<file path="src/rtl/spi_follow_pkg.sv">
// Package: shared types for the follow-mode bridge.
// Assumes byte-wide host data and a page selected by address bits above the low byte.
package spi_follow_pkg;

    localparam int BYTE_W = 8;

    // Kind of SPI action a data-port access decodes to.
    typedef enum logic [1:0] {
        ACC_NONE     = 2'd0,
        ACC_DESELECT = 2'd1,
        ACC_SEND     = 2'd2,
        ACC_RECV     = 2'd3
    } acc_kind_e;

    // Bridge control state.
    typedef enum logic {
        ST_IDLE = 1'b0,
        ST_XFER = 1'b1
    } brg_state_e;

    // True when the kind needs a byte shifted on the serial pins.
    function automatic logic kind_shifts(acc_kind_e k);
        return (k == ACC_SEND) || (k == ACC_RECV);
    endfunction

endpackage

</file>
<file path="src/rtl/addr_window.sv">
// Module: addr_window
// Holds the little-endian address bytes of the indirect window.
// Assumes the caller qualifies the write enable; index 0 is the least significant byte.
module addr_window #(
    parameter int          NBYTES     = 4,
    parameter logic [31:0] RESET_ADDR = 32'hFFFF_F000,
    localparam int         IDX_W      = (NBYTES > 1) ? $clog2(NBYTES) : 1,
    localparam int         AW         = NBYTES * spi_follow_pkg::BYTE_W
) (
    input  logic                              clk,
    input  logic                              rst_n,
    input  logic                              we,
    input  logic [IDX_W-1:0]                  idx,
    input  logic [spi_follow_pkg::BYTE_W-1:0] wdata,
    output logic [spi_follow_pkg::BYTE_W-1:0] rbyte,
    output logic [AW-1:0]                     addr
);
    import spi_follow_pkg::*;

    logic [NBYTES-1:0][BYTE_W-1:0] bytes_q;

    for (genvar g = 0; g < NBYTES; g++) begin : g_byte
        // Purpose: load one address byte when its index is written.
        always_ff @(posedge clk) begin
            if (!rst_n) begin
                bytes_q[g] <= RESET_ADDR[g*BYTE_W +: BYTE_W];
            end else if (we && (idx == IDX_W'(g))) begin
                bytes_q[g] <= wdata;
            end
        end
        assign addr[g*BYTE_W +: BYTE_W] = bytes_q[g];
    end

    // Purpose: return the selected byte for host reads.
    always_comb begin
        rbyte = bytes_q[idx];
    end

endmodule

</file>
<file path="src/rtl/page_decoder.sv">
// Module: page_decoder
// Classifies a data-port access by the page of the assembled address.
// Assumes a write strobe wins if both strobes are presented together.
module page_decoder #(
    parameter int              AW      = 32,
    parameter logic [AW-9:0]   HI_PAGE = 24'hFFFFFE,
    parameter logic [AW-9:0]   LO_PAGE = 24'hFFFFFD
) (
    input  logic                       is_wr,
    input  logic                       is_rd,
    input  logic [AW-1:0]              addr,
    output spi_follow_pkg::acc_kind_e  kind
);
    import spi_follow_pkg::*;

    logic [AW-9:0] page;
    assign page = addr[AW-1:8];

    // Purpose: map strobe direction and page to an SPI action.
    always_comb begin
        kind = ACC_NONE;
        if (is_wr) begin
            if (page == HI_PAGE)      kind = ACC_DESELECT;
            else if (page == LO_PAGE) kind = ACC_SEND;
        end else if (is_rd) begin
            if (page == LO_PAGE)      kind = ACC_RECV;
        end
    end

endmodule

</file>
<file path="src/rtl/spi_byte_engine.sv">
// Module: spi_byte_engine
// Shifts one byte in SPI mode 0, MSB first; each SCLK half lasts DIV clocks.
// Assumes start is only honoured while idle; done pulses one cycle after the last fall.
module spi_byte_engine #(
    parameter int DIV = 2,
    localparam int BW    = spi_follow_pkg::BYTE_W,
    localparam int DIV_W = (DIV > 1) ? $clog2(DIV) : 1,
    localparam int HW    = $clog2(2 * BW)
) (
    input  logic          clk,
    input  logic          rst_n,
    input  logic          start,
    input  logic [BW-1:0] tx_byte,
    input  logic          miso,
    output logic          busy,
    output logic          done,
    output logic [BW-1:0] rx_byte,
    output logic          sclk,
    output logic          mosi
);
    logic [DIV_W-1:0] div_q;
    logic [HW-1:0]    half_q;
    logic [BW-1:0]    tx_q;

    // Purpose: divider, half-period counter, shift registers and SCLK.
    always_ff @(posedge clk) begin
        if (!rst_n) begin
            busy    <= 1'b0;
            done    <= 1'b0;
            div_q   <= '0;
            half_q  <= '0;
            tx_q    <= '1;
            rx_byte <= '0;
            sclk    <= 1'b0;
        end else begin
            done <= 1'b0;
            if (start && !busy) begin
                busy   <= 1'b1;
                tx_q   <= tx_byte;
                div_q  <= '0;
                half_q <= '0;
                sclk   <= 1'b0;
            end else if (busy) begin
                if (div_q == DIV_W'(DIV - 1)) begin
                    div_q  <= '0;
                    half_q <= half_q + 1'b1;
                    if (!sclk) begin
                        sclk    <= 1'b1;
                        rx_byte <= {rx_byte[BW-2:0], miso};
                    end else begin
                        sclk <= 1'b0;
                        tx_q <= {tx_q[BW-2:0], 1'b1};
                    end
                    if (half_q == HW'(2 * BW - 1)) begin
                        busy <= 1'b0;
                        done <= 1'b1;
                    end
                end else begin
                    div_q <= div_q + 1'b1;
                end
            end
        end
    end

    assign mosi = tx_q[BW-1];

endmodule

</file>
<file path="src/rtl/spi_follow_bridge.sv">
// Module: spi_follow_bridge (top)
// Host byte window whose data-port accesses become SPI follow-mode cycles.
// Assumes the host holds a strobe until host_ready and never presents both strobes.
module spi_follow_bridge #(
    parameter int          CLK_DIV    = 2,
    parameter int          OFF_W      = 3,
    parameter int          ADDR_BYTES = 4,
    parameter logic [31:0] RESET_ADDR = 32'hFFFF_F000,
    parameter logic [23:0] HI_PAGE    = 24'hFFFFFE,
    parameter logic [23:0] LO_PAGE    = 24'hFFFFFD,
    localparam int         BW         = spi_follow_pkg::BYTE_W,
    localparam int         AW         = ADDR_BYTES * BW,
    localparam int         IDX_W      = (ADDR_BYTES > 1) ? $clog2(ADDR_BYTES) : 1
) (
    input  logic             clk,
    input  logic             rst_n,
    input  logic             host_wr,
    input  logic             host_rd,
    input  logic [OFF_W-1:0] host_off,
    input  logic [BW-1:0]    host_wdata,
    output logic [BW-1:0]    host_rdata,
    output logic             host_ready,
    output logic             spi_sclk,
    output logic             spi_mosi,
    input  logic             spi_miso,
    output logic             spi_cs_n
);
    import spi_follow_pkg::*;

    localparam logic [OFF_W-1:0] DATA_OFF = OFF_W'(ADDR_BYTES);

    brg_state_e    state_q;
    acc_kind_e     kind;
    logic          acc, addr_sel, data_sel, idle;
    logic          win_we, eng_start, eng_busy, eng_done;
    logic [BW-1:0] win_rbyte, eng_rx, eng_tx;
    logic [AW-1:0] win_addr;

    assign acc      = host_wr || host_rd;
    assign addr_sel = host_off < OFF_W'(ADDR_BYTES);
    assign data_sel = host_off == DATA_OFF;
    assign idle     = state_q == ST_IDLE;
    assign win_we   = idle && host_wr && addr_sel;

    addr_window #(
        .NBYTES     (ADDR_BYTES),
        .RESET_ADDR (RESET_ADDR)
    ) u_win (
        .clk   (clk),
        .rst_n (rst_n),
        .we    (win_we),
        .idx   (host_off[IDX_W-1:0]),
        .wdata (host_wdata),
        .rbyte (win_rbyte),
        .addr  (win_addr)
    );

    page_decoder #(
        .AW      (AW),
        .HI_PAGE (HI_PAGE[AW-9:0]),
        .LO_PAGE (LO_PAGE[AW-9:0])
    ) u_dec (
        .is_wr (host_wr && data_sel),
        .is_rd (host_rd && data_sel),
        .addr  (win_addr),
        .kind  (kind)
    );

    assign eng_start = idle && kind_shifts(kind);
    assign eng_tx    = (kind == ACC_SEND) ? host_wdata : '1;

    spi_byte_engine #(
        .DIV (CLK_DIV)
    ) u_eng (
        .clk     (clk),
        .rst_n   (rst_n),
        .start   (eng_start),
        .tx_byte (eng_tx),
        .miso    (spi_miso),
        .busy    (eng_busy),
        .done    (eng_done),
        .rx_byte (eng_rx),
        .sclk    (spi_sclk),
        .mosi    (spi_mosi)
    );

    // Purpose: track whether a byte transfer is outstanding.
    always_ff @(posedge clk) begin
        if (!rst_n) begin
            state_q <= ST_IDLE;
        end else if (idle) begin
            if (eng_start) state_q <= ST_XFER;
        end else if (eng_done) begin
            state_q <= ST_IDLE;
        end
    end

    // Purpose: chip select follows the page of each accepted data-port access.
    always_ff @(posedge clk) begin
        if (!rst_n) begin
            spi_cs_n <= 1'b1;
        end else if (idle) begin
            if (kind == ACC_DESELECT)   spi_cs_n <= 1'b1;
            else if (kind_shifts(kind)) spi_cs_n <= 1'b0;
        end
    end

    // Purpose: completion handshake; only shifting accesses stall.
    always_comb begin
        if (!idle)              host_ready = eng_done;
        else if (eng_start)     host_ready = 1'b0;
        else                    host_ready = acc;
    end

    // Purpose: read data mux for address bytes, received byte or idle value.
    always_comb begin
        if (addr_sel)                 host_rdata = win_rbyte;
        else if (data_sel && !idle)   host_rdata = eng_rx;
        else                          host_rdata = '1;
    end

endmodule

</file>
<file path="config.mk">
export PLATFORM = sky130hd
export DESIGN_NAME = spi_follow_bridge
export DESIGN_NICKNAME = d
export VERILOG_FILES = /design/src/rtl/spi_follow_pkg.sv /design/src/rtl/addr_window.sv /design/src/rtl/page_decoder.sv /design/src/rtl/spi_byte_engine.sv /design/src/rtl/spi_follow_bridge.sv
export SDC_FILE = /design/constraint.sdc
export NUM_CORES = 1
export LEC_CHECK = 0
export BUFFER_PORTS_ARGS = -buffer_cell sky130_fd_sc_hd__buf_2
export CAP_MARGIN = 20
export CORE_ASPECT_RATIO = 0.75
export CORE_MARGIN = 2
export CORE_UTILIZATION = 45
export DETAILED_ROUTE_END_ITERATION = 8
export HOLD_SLACK_MARGIN = 0.05
export MAX_ROUTING_LAYER = met4
export PLACE_DENSITY = 0.73
export SYNTH_ARGS = -nofsm -noshare
export SYNTH_HDL_FRONTEND = slang
export SYNTH_SLANG_ARGS = --single-unit
export TNS_END_PERCENT = 1
</file>
<file path="constraint.sdc">
create_clock -name clk -period 2.6 [get_ports clk]
set_input_delay 0.13 -clock clk [delete_from_list [all_inputs] [get_ports clk]]
set_output_delay 0.13 -clock clk [all_outputs]
set_load 0.1 [all_outputs]
</file>
# Yosys cells after proc, flatten, opt, wreduce, memory -nomap -nowiden
# Cells that the tools add are included.
dict set report word_totals {
  register_bits 58
  output_inout_bits 12
  input_bits 16
}
dict set report classes {
  eq_ne 10
  magnitude_cmp 2
  reduce_logical 25
  n_mux 28
  add_sub_neg 2
  bitwise 6
}
# operator n
set ops {}
lappend ops {{8-bit 2-to-1 mux} 8}
lappend ops {{24-bit equality test, second input constant} 2}
lappend ops {{8-bit binary-select mux with 2-bit select} 1}
lappend ops {{1-bit 2-to-1 mux} 14}
lappend ops {{1-bit logical AND} 11}
lappend ops {{2-bit 2-to-1 mux} 5}
lappend ops {{2-bit equality test, second input constant} 4}
lappend ops {{2-bit nonzero test} 4}
lappend ops {{1-bit NOT} 6}
lappend ops {{4-bit by 1-bit adder with 4-bit output, second input constant} 1}
lappend ops {{2-bit by 1-bit equality test with 1-bit output, second input constant} 2}
lappend ops {{4-bit equality test, second input constant} 1}
lappend ops {{2-bit AND reduction} 2}
lappend ops {{4-bit AND reduction} 1}
lappend ops {{4-bit OR reduction} 1}
lappend ops {{3-bit equality test, second input constant} 1}
lappend ops {{2-bit by 3-bit less-than comparator with 1-bit output, second input constant} 1}
lappend ops {{3-bit less-than comparator, second input constant} 1}
lappend ops {{3-bit AND reduction} 1}
lappend ops {{2-bit logical NOT} 1}
lappend ops {{1-bit logical OR} 2}
lappend ops {{2-bit OR reduction} 1}
lappend ops {{1-bit adder, second input constant} 1}
lappend ops {{1-bit logical NOT} 1}

# Longest topological paths before layout
dict set report depth {
  depth_word 10
  depth_mapped 6
  ltp_nobuf 5
}

# Cells and area by module
# Synthesis repeated with hierarchy kept, for this count alone.
dict set report unflattened {
  cells_unflattened 317
  hier_area_um2 3030.4
}
# mod cells_each n_inst area_each_um2
set by_module_without_submodules {}
lappend by_module_without_submodules {addr_window 136 1 1540.2}
lappend by_module_without_submodules {spi_byte_engine 115 1 1078.5}
lappend by_module_without_submodules {spi_follow_bridge 52 1 316.6}
lappend by_module_without_submodules {page_decoder 14 1 95.1}

# Worst setup path before layout
# Ideal clock, no wire load.
dict set report synth_path {
  path_kind {register to output}
  start {register state_q}
  end {output host_ready}
  arrival_time_ps 2188
  t_required_ps 2470
  path_stages_with_launch 6
  setup_slack_ps 282
  cell_sequence {dfxtp_1 -> nand2b_1 -> nor4_1 -> nand4_1 -> o21ai_1 -> a21oi_1}
}
dict set report synth_via {
  elab_chain_len 4
}
# element line_no
set synth_rtl {}
lappend synth_rtl {{start, declared} spi_follow_bridge.sv:32} ;# brg_state_e state_q;
lappend synth_rtl {{start signal, assigned} spi_follow_bridge.sv:90} ;# state_q <= ST_IDLE;
lappend synth_rtl {{start signal, assigned} spi_follow_bridge.sv:92} ;# if (eng_start) state_q <= ST_XFER;
lappend synth_rtl {{start signal, assigned} spi_follow_bridge.sv:94} ;# state_q <= ST_IDLE;
lappend synth_rtl {{1-bit NOT (no line)} n/a}
lappend synth_rtl {{1-bit logical AND} spi_follow_bridge.sv:69} ;# assign eng_start = idle && kind_shifts(kind);
lappend synth_rtl {{1-bit 2-to-1 mux} spi_follow_bridge.sv:111} ;# else if (eng_start) host_ready = 1'b0;
lappend synth_rtl {{1-bit 2-to-1 mux (*)} spi_follow_bridge.sv:110} ;# if (!idle) host_ready = eng_done;
lappend synth_rtl {{end, declared} spi_follow_bridge.sv:22} ;# output logic host_ready,
# Every way passes the cells marked *; elsewhere a longest branch is shown, timed or not.

# Final worst setup path
dict set report layout_path {
  start {register u_win.bytes_q, in the netlist u_win.addr[11]}
  end {output host_ready}
}
dict set report layout_via {
  elab_chain_len 9
}
# element line_no
set layout_rtl {}
lappend layout_rtl {{start, declared} addr_window.sv:20} ;# logic [NBYTES-1:0][BYTE_W-1:0] bytes_q;
lappend layout_rtl {{start signal, assigned by index} addr_window.sv:26} ;# bytes_q[g] <= RESET_ADDR[g*BYTE_W +: BYTE_W];
lappend layout_rtl {{start signal, assigned by index} addr_window.sv:28} ;# bytes_q[g] <= wdata;
lappend layout_rtl {{24-bit equality test} {page_decoder.sv:24, page_decoder.sv:26}}
lappend layout_rtl {{2-bit 2-to-1 mux, on equally long branches} {page_decoder.sv:26, page_decoder.sv:24}}
lappend layout_rtl {{2-bit 2-to-1 mux, on equally long branches} {page_decoder.sv:25, page_decoder.sv:23}}
lappend layout_rtl {{2-bit 2-to-1 mux (*)} page_decoder.sv:22} ;# if (is_wr) begin
lappend layout_rtl {{2-bit equality test} spi_follow_pkg.sv:23} ;# return (k == ACC_SEND) || (k == ACC_RECV);
lappend layout_rtl {{1-bit logical OR (*)} spi_follow_pkg.sv:23}
lappend layout_rtl {{1-bit logical AND (*)} spi_follow_bridge.sv:69}
lappend layout_rtl {{1-bit 2-to-1 mux (*)} spi_follow_bridge.sv:111}
lappend layout_rtl {{1-bit 2-to-1 mux (*)} spi_follow_bridge.sv:110}
# Marked as above.

==> impl_metrics.json <==
{
  "worstSkewPairLatency_ns": 0.35,
  "finalCritPeriodShare_pct": 88.13,
  "vias_per_cell": 5.620,
  "cts_tree": "done",
  "wl_mm": 6.734,
  "rsz0062_at_grt": "false",
  "drt_iter0_drc": 186,
  "drcViolationCount": 0,
  "worst_pin_slew_ns": 0.7858,
  "critPathKind": "flip-flop to primary output",
  "power.density_nw_per_um2": 632.9,
  "hold_start": "host_wdata[0]",
  "pwr-share-clk_pct": 40.4,
  "grt.overflow.total": 0,
  "seqPwrFrac_pct": 47.8,
  "grt_pass1_wl_mm": 11.08,
  "htreeDepth": 3,
  "hold_end": "u_win.addr[8]",
  "syn-num-nets": 316,
  "yosysWarningCount": 0,
  "cp_max_fo": 3,
  "finalSetupViolations": 0,
  "end_kind": "primary output",
  "combPwrFrac_pct": 11.7,
  "syn-mean-instance-area_um2": 8.809,
  "dr_total_vias": 2304,
  "status": "finished, final reports clean",
  "die_w_um": 92.34,
  "reg2reg_from": "u_win.addr[8]",
  "grt_usage_pct": 23.30,
  "yosysSeqAreaShare_pct": 44.09,
  "drtPass1Iterations": 5,
  "fin_setup_tns_ns": 0,
  "drt.antenna.violating_nets": 0,
  "routabilityCongestion": 0.8680,
  "rows": 24,
  "synth_edf_count": 0,
  "maxCapViolCount": 0,
  "p_leak_nw": 1.171,
  "coreArea_um2": 5736,
  "max_freq_mhz": 436.4,
  "post_cts_resized": 0,
  "syn_to_final_growth_pct": 15.06,
  "finClkSkew_ns": 0.004888,
  "grt_max_degree": 48,
  "hold_viol_final": 0,
  "drive_above_1_share_pct": 19.28,
  "nNetsFinal": 344,
  "ys_async_sr_fraction_pct": 0,
  "cts_sinks": 58,
  "grt_pass1_vias": 2163,
  "io_pins": 28,
  "p_total_mw": 1.918,
  "post_drt_wl_per_cell_um": 16.42,
  "critPathRequiredTime_ns": 2.47,
  "clkTransAtPathRegs_ns": 0.06,
  "timing.rr.end": "u_eng.tx_q[0]",
  "slew_headroom_pct": 47.50,
  "swShare_pct": 27.29,
  "synth_cells": 299,
  "antenna_found_initial": 0,
  "r2r_slack_ns": 0.36,
  "ys_ff_latch": 58,
  "min_period_ns": 2.291,
  "dieArea_um2": 6487,
  "clockRootBuffer": "clkbuf_8",
  "die_height_um": 70.26,
  "p_sw_mw": 0.5234,
  "synth_ff_type": "dfxtp_1",
  "min_path_cells": 3,
  "num_antenna_cells": 0,
  "cp-start-kind": "flip-flop",
  "cts_made_buffers": 9,
  "cp_data_arrival_time_ns": 2.16,
  "post_cts_buffers": 0,
  "initial_core_util_pct": 45.92,
  "ff2ff_path_depth": 5,
  "syn_area_um2": 2634,
  "p_int_mw": 1.395,
  "hold_class": "primary input to flip-flop",
  "drv_slew": 0,
  "clockBufferDepth": 2,
  "dp_hpwl_mm": 4.762,
  "ys_types": 38,
  "io_buffers": 27,
  "vdd_ir_drop_max_mv": 0.3740
}
-- cells in the mapped netlist (2+ instances only) --
library cell	n	share of area [%]
nand2_1	62	8.8
dfxtp_1	58	44
nand3_1	24	4.6
o21ai_1	17	3.2
a21boi_1	12	3.4
clkbuf_1	12	1.7
nor2_1	12	1.7
a21oi_1	10	1.9
mux2i_1	8	3.0
mux4_2	8	6.8
nor2b_1	8	1.9
o22a_1	8	2.7
nand4_1	7	1.7
nor2_2	7	1.7
o2bb2ai_1	7	2.3
nand2b_1	4	0.95
and2_1	3	0.71
and3_1	3	0.71
inv_1	3	0.43
buf_1	2	0.29
buf_2	2	0.38
nor3_1	2	0.38
nor3b_1	2	0.57
nor4_1	2	0.47
or3b_1	2	0.67
xor2_1	2	0.67
-- layout by cell type, fill, tap and decap left out, drive strengths merged, types with 8 or more instances in the layout --
cell	Yosys	layout
nor2	19	19
a21oi	10	10
nor2b	8	8
dfxtp	58	58
clkbuf	12	14
nand3	24	24
mux4	8	8
o22a	8	8
o21ai	18	18
a21boi	12	12
nand2	62	62
buf	5	33
mux2i	8	8
-- worst max-delay path by stage --
stage | from | end | slack (ns) | cells after the start
finish | u_win.addr[11] | host_ready | 0.31 | 6
global route | u_win.addr[11] | host_ready | 0.20 | 6
CTS | u_win.addr[11] | host_ready | 0.35 | 6
detailed placement | u_win.addr[8] | u_eng.tx_q[3] | 0.37 | 5
global placement | u_win.addr[9] | u_eng.tx_q[0] | 0.39 | 5
floorplan | state_q | host_ready | 0.28 | 5
-- flip-flops by register name (all words and copies together), names as in the netlist --
register,count
u_eng.done,1
u_eng.half_q,4
u_eng.tx_q,8
u_eng.busy,1
spi_cs_n,1
state_q,1
u_eng.rx_byte,8
u_eng.sclk,1
u_eng.div_q,1
u_win.addr,32
-- metrics by stage --
stage | cells | instance area (µm²) | hold slack (ns) | worst slack, ns | utilization [%]
2_1_floorplan | 299 | 2634 | 0.2540 | 0.2819 | -
3_3_place_gp | 393 | 2838 | 0.3760 | 0.3931 | 49.48
3_5_place_dp | 393 | 2838 | 0.3773 | 0.3719 | 49.48
4_1_cts | 410 | 3030 | 0.07589 | 0.3526 | 52.84
5_1_grt | 410 | 3030 | 0.09083 | 0.2020 | 52.84
6_report | 410 | 3030 | 0.08438 | 0.3085 | 52.84
-- cell type report --
type | instances | area [µm²]
clock inverters | 2 | 10.01
well taps | 78 | 97.59
fillers | 560 | 2705
multi-input cells | 221 | 1388
clock buffers | 14 | 172.7
flip-flops and latches | 58 | 1161
repair buffers | 34 | 190.2
inverters | 3 | 11.26
-- critical path, stage by stage (launching register included) --
cell and delay [ns]:
dfxtp_1 0.35, nand4_1 0.13, nor4_1 0.51, nand4_1 0.26, o21ai_1 0.18, a21oi_1 0.07
buf_2 0.31
-- kinds of logic (layout without fill, tap and decap cells) --
family                   Yosys count  count (layout)  share of synthesized area [%]
AO/OA/AOI/OAI                     58              58                          14.87
flip-flops                        58              58                          44.09
AND/OR/NAND/NOR                  143             143                          26.46
XOR/XNOR                           3               3                         0.9978
multiplexers                      16              16                          9.881
adder cells (fa/ha/maj)            1               1                         0.4750
buffers and inverters             20              53                          3.230
-- routing by layer --
| metal | global-route usage, % | routed length, µm |
|---|---|---|
| met2 | 31.22 | 2798 |
| met4 | 7.629 | 58 |
| met1 | 33.06 | 3225 |
| met5 | - | 0 |
| met3 | 7.659 | 652 |
-- power groups by stage --
stage	clock (mW)	sequential, mW	combinational (mW)
after global placement	0	0.935	0.219
after global routing	0.827	0.918	0.238
after floorplan	0	0.931	0.162
after detailed placement	0	0.936	0.222
after CTS	0.782	0.916	0.224
final	0.776	0.917	0.225
-- what timing repair did --
action / 4_1_cts / 5_1_grt
hold buffers: 1 / 0
endpoints found under the setup margin: 0 / 0
hold endpoints to repair: 1 / 0
Power figures use the tool's default switching activity.
